$ cat src/rtl/mpb_pkg.sv
package mpb_pkg;

  // One-hot classification of the current management access.
  typedef struct packed {
    logic page_wr;  // write to the page register
    logic page_rd;  // read of the page register
    logic hi_wr;    // windowed write, odd register (upper half)
    logic lo_wr;    // windowed write, even register (lower half)
    logic lo_rd;    // windowed read, even register
    logic hi_rd;    // windowed read, odd register
    logic miss_rd;  // read of an unmapped location
  } mpb_dec_t;

endpackage

$ cat src/rtl/mpb_decode.sv
module mpb_decode #(
  parameter int unsigned           PHY_W    = 5,
  parameter int unsigned           REG_W    = 5,
  parameter int unsigned           SEL_W    = 3,
  parameter logic [PHY_W-1:0]      PAGE_PHY = 5'h1F,
  parameter logic [REG_W-1:0]      PAGE_REG = 5'h10,
  parameter logic [PHY_W-1:0]      WIN_BASE = 5'h10
) (
  input  logic             acc_valid,
  input  logic             acc_write,
  input  logic [PHY_W-1:0] acc_phy,
  input  logic [REG_W-1:0] acc_reg,
  output mpb_pkg::mpb_dec_t dec
);
  localparam int unsigned TAG_W = PHY_W - SEL_W;
  localparam logic [TAG_W-1:0] WIN_TAG = WIN_BASE[PHY_W-1:SEL_W];

  logic win_hit;
  logic page_hit;

  assign win_hit  = (acc_phy[PHY_W-1:SEL_W] == WIN_TAG);
  assign page_hit = (acc_phy == PAGE_PHY);

  always_comb begin
    dec = '0;
    if (acc_valid) begin
      if (page_hit) begin
        if (acc_reg == PAGE_REG) begin
          dec.page_wr = acc_write;
          dec.page_rd = !acc_write;
        end else begin
          dec.miss_rd = !acc_write;
        end
      end else if (win_hit) begin
        if (acc_reg[0]) begin
          dec.hi_wr = acc_write;
          dec.hi_rd = !acc_write;
        end else begin
          dec.lo_wr = acc_write;
          dec.lo_rd = !acc_write;
        end
      end else begin
        dec.miss_rd = !acc_write;
      end
    end
  end

endmodule

$ cat src/rtl/mpb_page.sv
module mpb_page #(
  parameter int unsigned HALF_W = 16,
  parameter int unsigned PAGE_W = 9
) (
  input  logic              clk,
  input  logic              rst_n,
  input  logic              page_wr,
  input  logic [HALF_W-1:0] wr_data,
  output logic [PAGE_W-1:0] page_q
);
  logic [PAGE_W-1:0] page_d;
  logic              page_en;
  logic              unused_hi;

  assign unused_hi = ^wr_data[HALF_W-1:PAGE_W];

  always_comb begin
    page_en = page_wr;
    page_d  = wr_data[PAGE_W-1:0];
  end

  always_ff @(posedge clk or negedge rst_n) begin
    if (!rst_n) begin
      page_q <= '0;
    end else if (page_en) begin
      page_q <= page_d;
    end
  end


  page_only_by_cmd_chk: assert property (@(posedge clk) disable iff (!rst_n)
    !page_wr |=> $stable(page_q));


  page_load_chk: assert property (@(posedge clk) disable iff (!rst_n)
    page_wr |=> (page_q == $past(wr_data[PAGE_W-1:0])));

endmodule

$ cat src/rtl/mpb_wr_stage.sv
module mpb_wr_stage #(
  parameter int unsigned HALF_W = 16
) (
  input  logic                clk,
  input  logic                rst_n,
  input  logic                hi_wr,
  input  logic                lo_wr,
  input  logic [HALF_W-1:0]   wr_data,
  output logic                rf_wr_en,
  output logic [2*HALF_W-1:0] rf_wdata
);
  logic [HALF_W-1:0] stage_q;
  logic [HALF_W-1:0] stage_d;
  logic              stage_en;

  always_comb begin
    stage_en = hi_wr;
    stage_d  = wr_data;
  end

  always_ff @(posedge clk or negedge rst_n) begin
    if (!rst_n) begin
      stage_q <= '0;
    end else if (stage_en) begin
      stage_q <= stage_d;
    end
  end

  assign rf_wr_en = lo_wr;
  assign rf_wdata = {stage_q, wr_data};


  stage_hold_chk: assert property (@(posedge clk) disable iff (!rst_n)
    !hi_wr |=> $stable(stage_q));


  commit_upper_chk: assert property (@(posedge clk) disable iff (!rst_n)
    (hi_wr ##1 lo_wr) |-> (rf_wdata[2*HALF_W-1:HALF_W] == $past(wr_data)));

endmodule

$ cat src/rtl/mpb_rd_split.sv
module mpb_rd_split #(
  parameter int unsigned HALF_W = 16,
  parameter int unsigned PAGE_W = 9
) (
  input  logic                clk,
  input  logic                rst_n,
  input  logic                lo_rd,
  input  logic                hi_rd,
  input  logic                page_rd,
  input  logic                miss_rd,
  input  logic [PAGE_W-1:0]   page_val,
  input  logic [2*HALF_W-1:0] rf_rdata,
  output logic [HALF_W-1:0]   acc_rdata,
  output logic                acc_rvalid
);
  logic [HALF_W-1:0] hi_q;
  logic [HALF_W-1:0] hi_d;
  logic              hi_en;
  logic [HALF_W-1:0] rdata_d;
  logic              rdata_en;
  logic              rvalid_d;

  always_comb begin
    hi_en    = lo_rd;
    hi_d     = rf_rdata[2*HALF_W-1:HALF_W];
    rvalid_d = lo_rd | hi_rd | page_rd | miss_rd;
    rdata_en = rvalid_d;
    rdata_d  = '1;
    if (lo_rd) begin
      rdata_d = rf_rdata[HALF_W-1:0];
    end else if (hi_rd) begin
      rdata_d = hi_q;
    end else if (page_rd) begin
      rdata_d = {{(HALF_W-PAGE_W){1'b0}}, page_val};
    end
  end

  always_ff @(posedge clk or negedge rst_n) begin
    if (!rst_n) begin
      hi_q       <= '0;
      acc_rdata  <= '0;
      acc_rvalid <= 1'b0;
    end else begin
      acc_rvalid <= rvalid_d;
      if (hi_en) begin
        hi_q <= hi_d;
      end
      if (rdata_en) begin
        acc_rdata <= rdata_d;
      end
    end
  end


  lo_read_data_chk: assert property (@(posedge clk) disable iff (!rst_n)
    lo_rd |=> (acc_rdata == $past(rf_rdata[HALF_W-1:0])));


  hi_read_latched_chk: assert property (@(posedge clk) disable iff (!rst_n)
    hi_rd |=> (acc_rdata == $past(hi_q)));


  miss_read_ones_chk: assert property (@(posedge clk) disable iff (!rst_n)
    miss_rd |=> (acc_rdata == {HALF_W{1'b1}}));


  rvalid_follows_read_chk: assert property (@(posedge clk) disable iff (!rst_n)
    (lo_rd || hi_rd || page_rd || miss_rd) |=> acc_rvalid);

endmodule

$ cat src/rtl/mdio_page_bridge.sv
module mdio_page_bridge #(
  parameter int unsigned      PHY_W    = 5,
  parameter int unsigned      REG_W    = 5,
  parameter int unsigned      HALF_W   = 16,
  parameter int unsigned      PAGE_W   = 9,
  parameter int unsigned      SEL_W    = 3,
  parameter logic [PHY_W-1:0] PAGE_PHY = 5'h1F,
  parameter logic [REG_W-1:0] PAGE_REG = 5'h10,
  parameter logic [PHY_W-1:0] WIN_BASE = 5'h10,
  localparam int unsigned     IDX_W    = REG_W - 1,
  localparam int unsigned     ADDR_W   = PAGE_W + SEL_W + IDX_W,
  localparam int unsigned     WORD_W   = 2 * HALF_W
) (
  input  logic              clk,
  input  logic              rst_n,
  input  logic              acc_valid,
  input  logic              acc_write,
  input  logic [PHY_W-1:0]  acc_phy,
  input  logic [REG_W-1:0]  acc_reg,
  input  logic [HALF_W-1:0] acc_wdata,
  output logic [HALF_W-1:0] acc_rdata,
  output logic              acc_rvalid,
  output logic              rf_wr_en,
  output logic              rf_rd_en,
  output logic [ADDR_W-1:0] rf_addr,
  output logic [WORD_W-1:0] rf_wdata,
  input  logic [WORD_W-1:0] rf_rdata
);
  mpb_pkg::mpb_dec_t dec;
  logic [PAGE_W-1:0] page_q;
  logic              in_window;
  logic              is_read;

  mpb_decode #(
    .PHY_W    (PHY_W),
    .REG_W    (REG_W),
    .SEL_W    (SEL_W),
    .PAGE_PHY (PAGE_PHY),
    .PAGE_REG (PAGE_REG),
    .WIN_BASE (WIN_BASE)
  ) u_decode (
    .acc_valid (acc_valid),
    .acc_write (acc_write),
    .acc_phy   (acc_phy),
    .acc_reg   (acc_reg),
    .dec       (dec)
  );

  mpb_page #(
    .HALF_W (HALF_W),
    .PAGE_W (PAGE_W)
  ) u_page (
    .clk     (clk),
    .rst_n   (rst_n),
    .page_wr (dec.page_wr),
    .wr_data (acc_wdata),
    .page_q  (page_q)
  );

  mpb_wr_stage #(
    .HALF_W (HALF_W)
  ) u_wr_stage (
    .clk      (clk),
    .rst_n    (rst_n),
    .hi_wr    (dec.hi_wr),
    .lo_wr    (dec.lo_wr),
    .wr_data  (acc_wdata),
    .rf_wr_en (rf_wr_en),
    .rf_wdata (rf_wdata)
  );

  mpb_rd_split #(
    .HALF_W (HALF_W),
    .PAGE_W (PAGE_W)
  ) u_rd_split (
    .clk        (clk),
    .rst_n      (rst_n),
    .lo_rd      (dec.lo_rd),
    .hi_rd      (dec.hi_rd),
    .page_rd    (dec.page_rd),
    .miss_rd    (dec.miss_rd),
    .page_val   (page_q),
    .rf_rdata   (rf_rdata),
    .acc_rdata  (acc_rdata),
    .acc_rvalid (acc_rvalid)
  );

  // Word index: page above, window PHY select in the middle, register pair below.
  assign rf_addr  = {page_q, acc_phy[SEL_W-1:0], acc_reg[IDX_W:1]};
  assign rf_rd_en = dec.lo_rd;

  assign in_window = (acc_phy[PHY_W-1:SEL_W] == WIN_BASE[PHY_W-1:SEL_W]);
  assign is_read   = acc_valid && !acc_write;


  outside_quiet_chk: assert property (@(posedge clk) disable iff (!rst_n)
    (acc_valid && !in_window) |-> (!rf_wr_en && !rf_rd_en));


  hi_read_no_fetch_chk: assert property (@(posedge clk) disable iff (!rst_n)
    (is_read && acc_reg[0]) |-> !rf_rd_en);


  rvalid_source_chk: assert property (@(posedge clk) disable iff (!rst_n)
    acc_rvalid |-> $past(is_read));


  addr_page_chk: assert property (@(posedge clk) disable iff (!rst_n)
    (rf_wr_en || rf_rd_en) |-> (rf_addr[ADDR_W-1:ADDR_W-PAGE_W] == page_q));

endmodule

$ cat config.mk
export PLATFORM = sky130hd
export DESIGN_NAME = mdio_page_bridge
export DESIGN_NICKNAME = d
export VERILOG_FILES = /design/src/rtl/mpb_pkg.sv /design/src/rtl/mpb_decode.sv /design/src/rtl/mpb_page.sv /design/src/rtl/mpb_wr_stage.sv /design/src/rtl/mpb_rd_split.sv /design/src/rtl/mdio_page_bridge.sv
export SDC_FILE = /design/constraint.sdc
export NUM_CORES = 1
export LEC_CHECK = 0
export BUFFER_PORTS_ARGS = -buffer_cell sky130_fd_sc_hd__buf_2
export CAP_MARGIN = 20
export CORE_MARGIN = 2
export CORE_UTILIZATION = 45
export CTS_BUF_LIST = sky130_fd_sc_hd__clkbuf_4 sky130_fd_sc_hd__clkbuf_8 sky130_fd_sc_hd__clkbuf_16
export CTS_CLUSTER_SIZE = 40
export DETAILED_ROUTE_END_ITERATION = 12
export PLACE_DENSITY = 0.81
export SKIP_LAST_GASP = 1
export SYNTH_ARGS = -nofsm -noshare
export SYNTH_HDL_FRONTEND = slang
export SYNTH_SLANG_ARGS = --single-unit
$ cat constraint.sdc
create_clock -name clk -period 2.55 [get_ports clk]
set_input_delay 0.51 -clock clk [delete_from_list [all_inputs] [get_ports clk]]
set_output_delay 0.51 -clock clk [all_outputs]
set_load 0.02 [all_outputs]
==> impl_metrics.yaml <==
drt:
  wl_per_cell_um: 15.5
  firstDrtPassIters: 4
  avgViaCountPerCell: 5.01
  wl_um: 6380
  ant_nets: 0
  drt_iter0_drc: 102
  drc: 0
  dr_total_vias: 2063
cts:
  postCtsHoldBufs: 0
  cts.htree.levels: 3
  ctsResizeCount: 0
  root_buffer: "clkbuf_8"
  clock_path_buffers: 2
  cts_buffers: 9
  cts_tree: "yes"
  clk_latency_ps: 330
  clk_pin_slew_ps: 70
  post_cts_buffers: 0
  clkSinkCount: 58
sta:
  setup_viol: 0
  worst_pin_slew_ps: 734
  hold_violations: 0
  whs_ps: 329
  period_needed_ps: 2080
  max_freq_ghz: 0.481
  rsz0062_at_grt: "no"
  period_share: 0.816
  finalSetupTns_ps: 0
  slew_viol_final: 0
  skew_ps: 4.32
  slew-limit-headroom: 0.510
logic_synthesis:
  synth_top_family_by_area: "multiplexers"
  synth-simple-area-share: 0.0898
  ys_seq_elements: 58
  syn_avg_cell_area_um2: 12.3
  yosysTopAreaCell: "dfrtp_1"
  synth_area_leaders: "dfrtp_1, mux2_2, buf_4, mux2i_1, nor2b_1"
  synth.top_cells.by_count: "dfrtp_1, mux2_2, buf_4, nand2_1, nor2b_1"
  synth.top_cell.area_share: 0.537
  synth-xor-area-share: 0
  yosysWarnings: 0
  synth-compound-area-share: 0.0829
  seq_area_frac_synth: 0.537
  synth-main-ff-cell: "dfrtp_1"
  synth_edf_count: 0
  synth_cell_types: 26
  muxShareOfSynthArea: 0.197
  synth_adder_area_share: 0
  synth_most_common_cell: "dfrtp_1"
  synth_area_um2: 2700
  syn-num-nets: 282
  async_reset_ff_frac: 1.00
  synthCells: 220
global_routing:
  grt_pass1_vias: 2078
  antenna_found_initial: 0
  grt_usage: 0.201
  grt.overflow.total: 0
  grt_pass1_wl_um: 9830
  grt_max_degree: 59
hold_path:
  hold_class: "in -> async"
layout:
  drive_gt1_frac: 0.579
  syn2layout_area_growth_pct: 30.0
  fin_util: 0.600
  finalNonFillerCells: 412
  antennaDiodeCount: 0
  nets: 394
power:
  p_leak_nw: 1.77
  ir_worst_vdd_v: 0.000442
  p_per_area_nw_per_um2: 765
critical_path:
  crit_path_frequent_cell: "buf_2"
  startpoint: "acc_phy[3]"
  worst-endpoint-required_ps: 2040
  slowest_stage: "or3_1"
  cpPeakStageDelay_ps: 410
  cp_data_arrival_time_ps: 1570
  cp-start-kind: "input pin"
  crit_chain: "buf_2 -> nand2b_1 -> or3_1 -> inv_1 -> buf_2"
  critPathMaxFanout: 11
  rr_startpoint: "u_rd_split.hi_q[0]$_DFFE_PN0P_"
  critPathKind: "in -> out"
  end_kind: "output pin"
job:
  maxCapViolations: 0
outcome:
  status: "finished clean"
placed_design:
  hpwlAfterDp_um: 4720
  port_buffers: 128
  gp_congestion: 0.731
  dp_cells: 396
die:
  die_h_um: 81.5
  die_w_um: 81.5
  initial_utilization: 0.462
  die_area_um2: 6640
  core.rowCount: 28
  core-area_um2: 5850
  ios: 129
## critical path: cells and delay by family
kind | cells | cell delay [ps]
AND/OR/NAND/NOR | 2 | 710
buffers and inverters | 3 | 360
## state kept, by name, indices dropped and copies added (netlist names)
register               count
u_rd_split.acc_rvalid      1
u_rd_split.acc_rdata      16
u_page.page_q              9
u_wr_stage.stage_q        16
u_rd_split.hi_q           16
## cell families after synthesis
group                  Yosys count
AO/OA/AOI/OAI                   29
buffers and inverters           43
flip-flops                      58
multiplexers                    48
AND/OR/NAND/NOR                 42
## stage by stage
stage	area, um^2	power (W)	setup WS [ps]
global route	3510	0.00281	370
floorplan	2700	0.00151	425
CTS	3510	0.00271	439
finish	3510	0.00269	469
global placement	3270	0.00169	346
detailed placement	3270	0.00172	305
## worst paths after layout
kind	end	slack, ps	depth (start not counted)
max	rf_rd_en	470	5
min	u_rd_split.acc_rvalid$_DFF_PN0_	330	2
max reg2reg	u_rd_split.acc_rdata[0]$_DFFE_PN0P_	1390	2
min reg2reg	u_rd_split.acc_rdata[2]$_DFFE_PN0P_	490	2
max in group asynchronous	u_rd_split.hi_q[8]$_DFFE_PN0P_	1740	2
min in group clk	u_rd_split.hi_q[10]$_DFFE_PN0P_	410	2
## final cells by class
class | instances | area, um^2
fillers | 503 | 2340
flip-flops and latches | 58 | 1450
multi-input cells | 119 | 998
repair buffers | 136 | 701
clock buffers | 12 | 165
well taps | 75 | 93.8
clock inverters | 4 | 72.6
inverters | 8 | 30.0
## where the power goes
| group | switching, W | internal [W] | leakage (nW) | total [W] |
|---|---|---|---|---|
| logic | 0.000308 | 0.000241 | 0.944 | 0.000550 |
| clock network | 0.000362 | 0.000629 | 0.119 | 0.000991 |
| registers | 0.0000739 | 0.00107 | 0.706 | 0.00115 |
| total | 0.000744 | 0.00194 | 1.77 | 0.00269 |
## routing by layer
layer / share of wire / wire (um) / GRT usage
met4: 0.012 / 76 / 0.0915
met3: 0.053 / 339 / 0.0451
met1: 0.41 / 2610 / 0.235
met5: 0 / 0 / 0
met2: 0.53 / 3350 / 0.352
## layout by cell type (no fill, tap or decap), types with 2 or more instances in the layout
master     count
a211oi_1       6
buf_4          8
dfrtp_1       58
mux2i_1        7
a2111oi_0      6
a22o_1         7
nor2b_1       10
nand4_1        2
mux2_2        41
nand2b_1       3
nor2_1         6
inv_1          8
o21ai_0        3
nand2_1       12
buf_2        128
a21oi_1        3
o221ai_1       3
nor4_1         3
clkbuf_8      12
bufinv_16      2
Power figures use the tool's default switching activity.
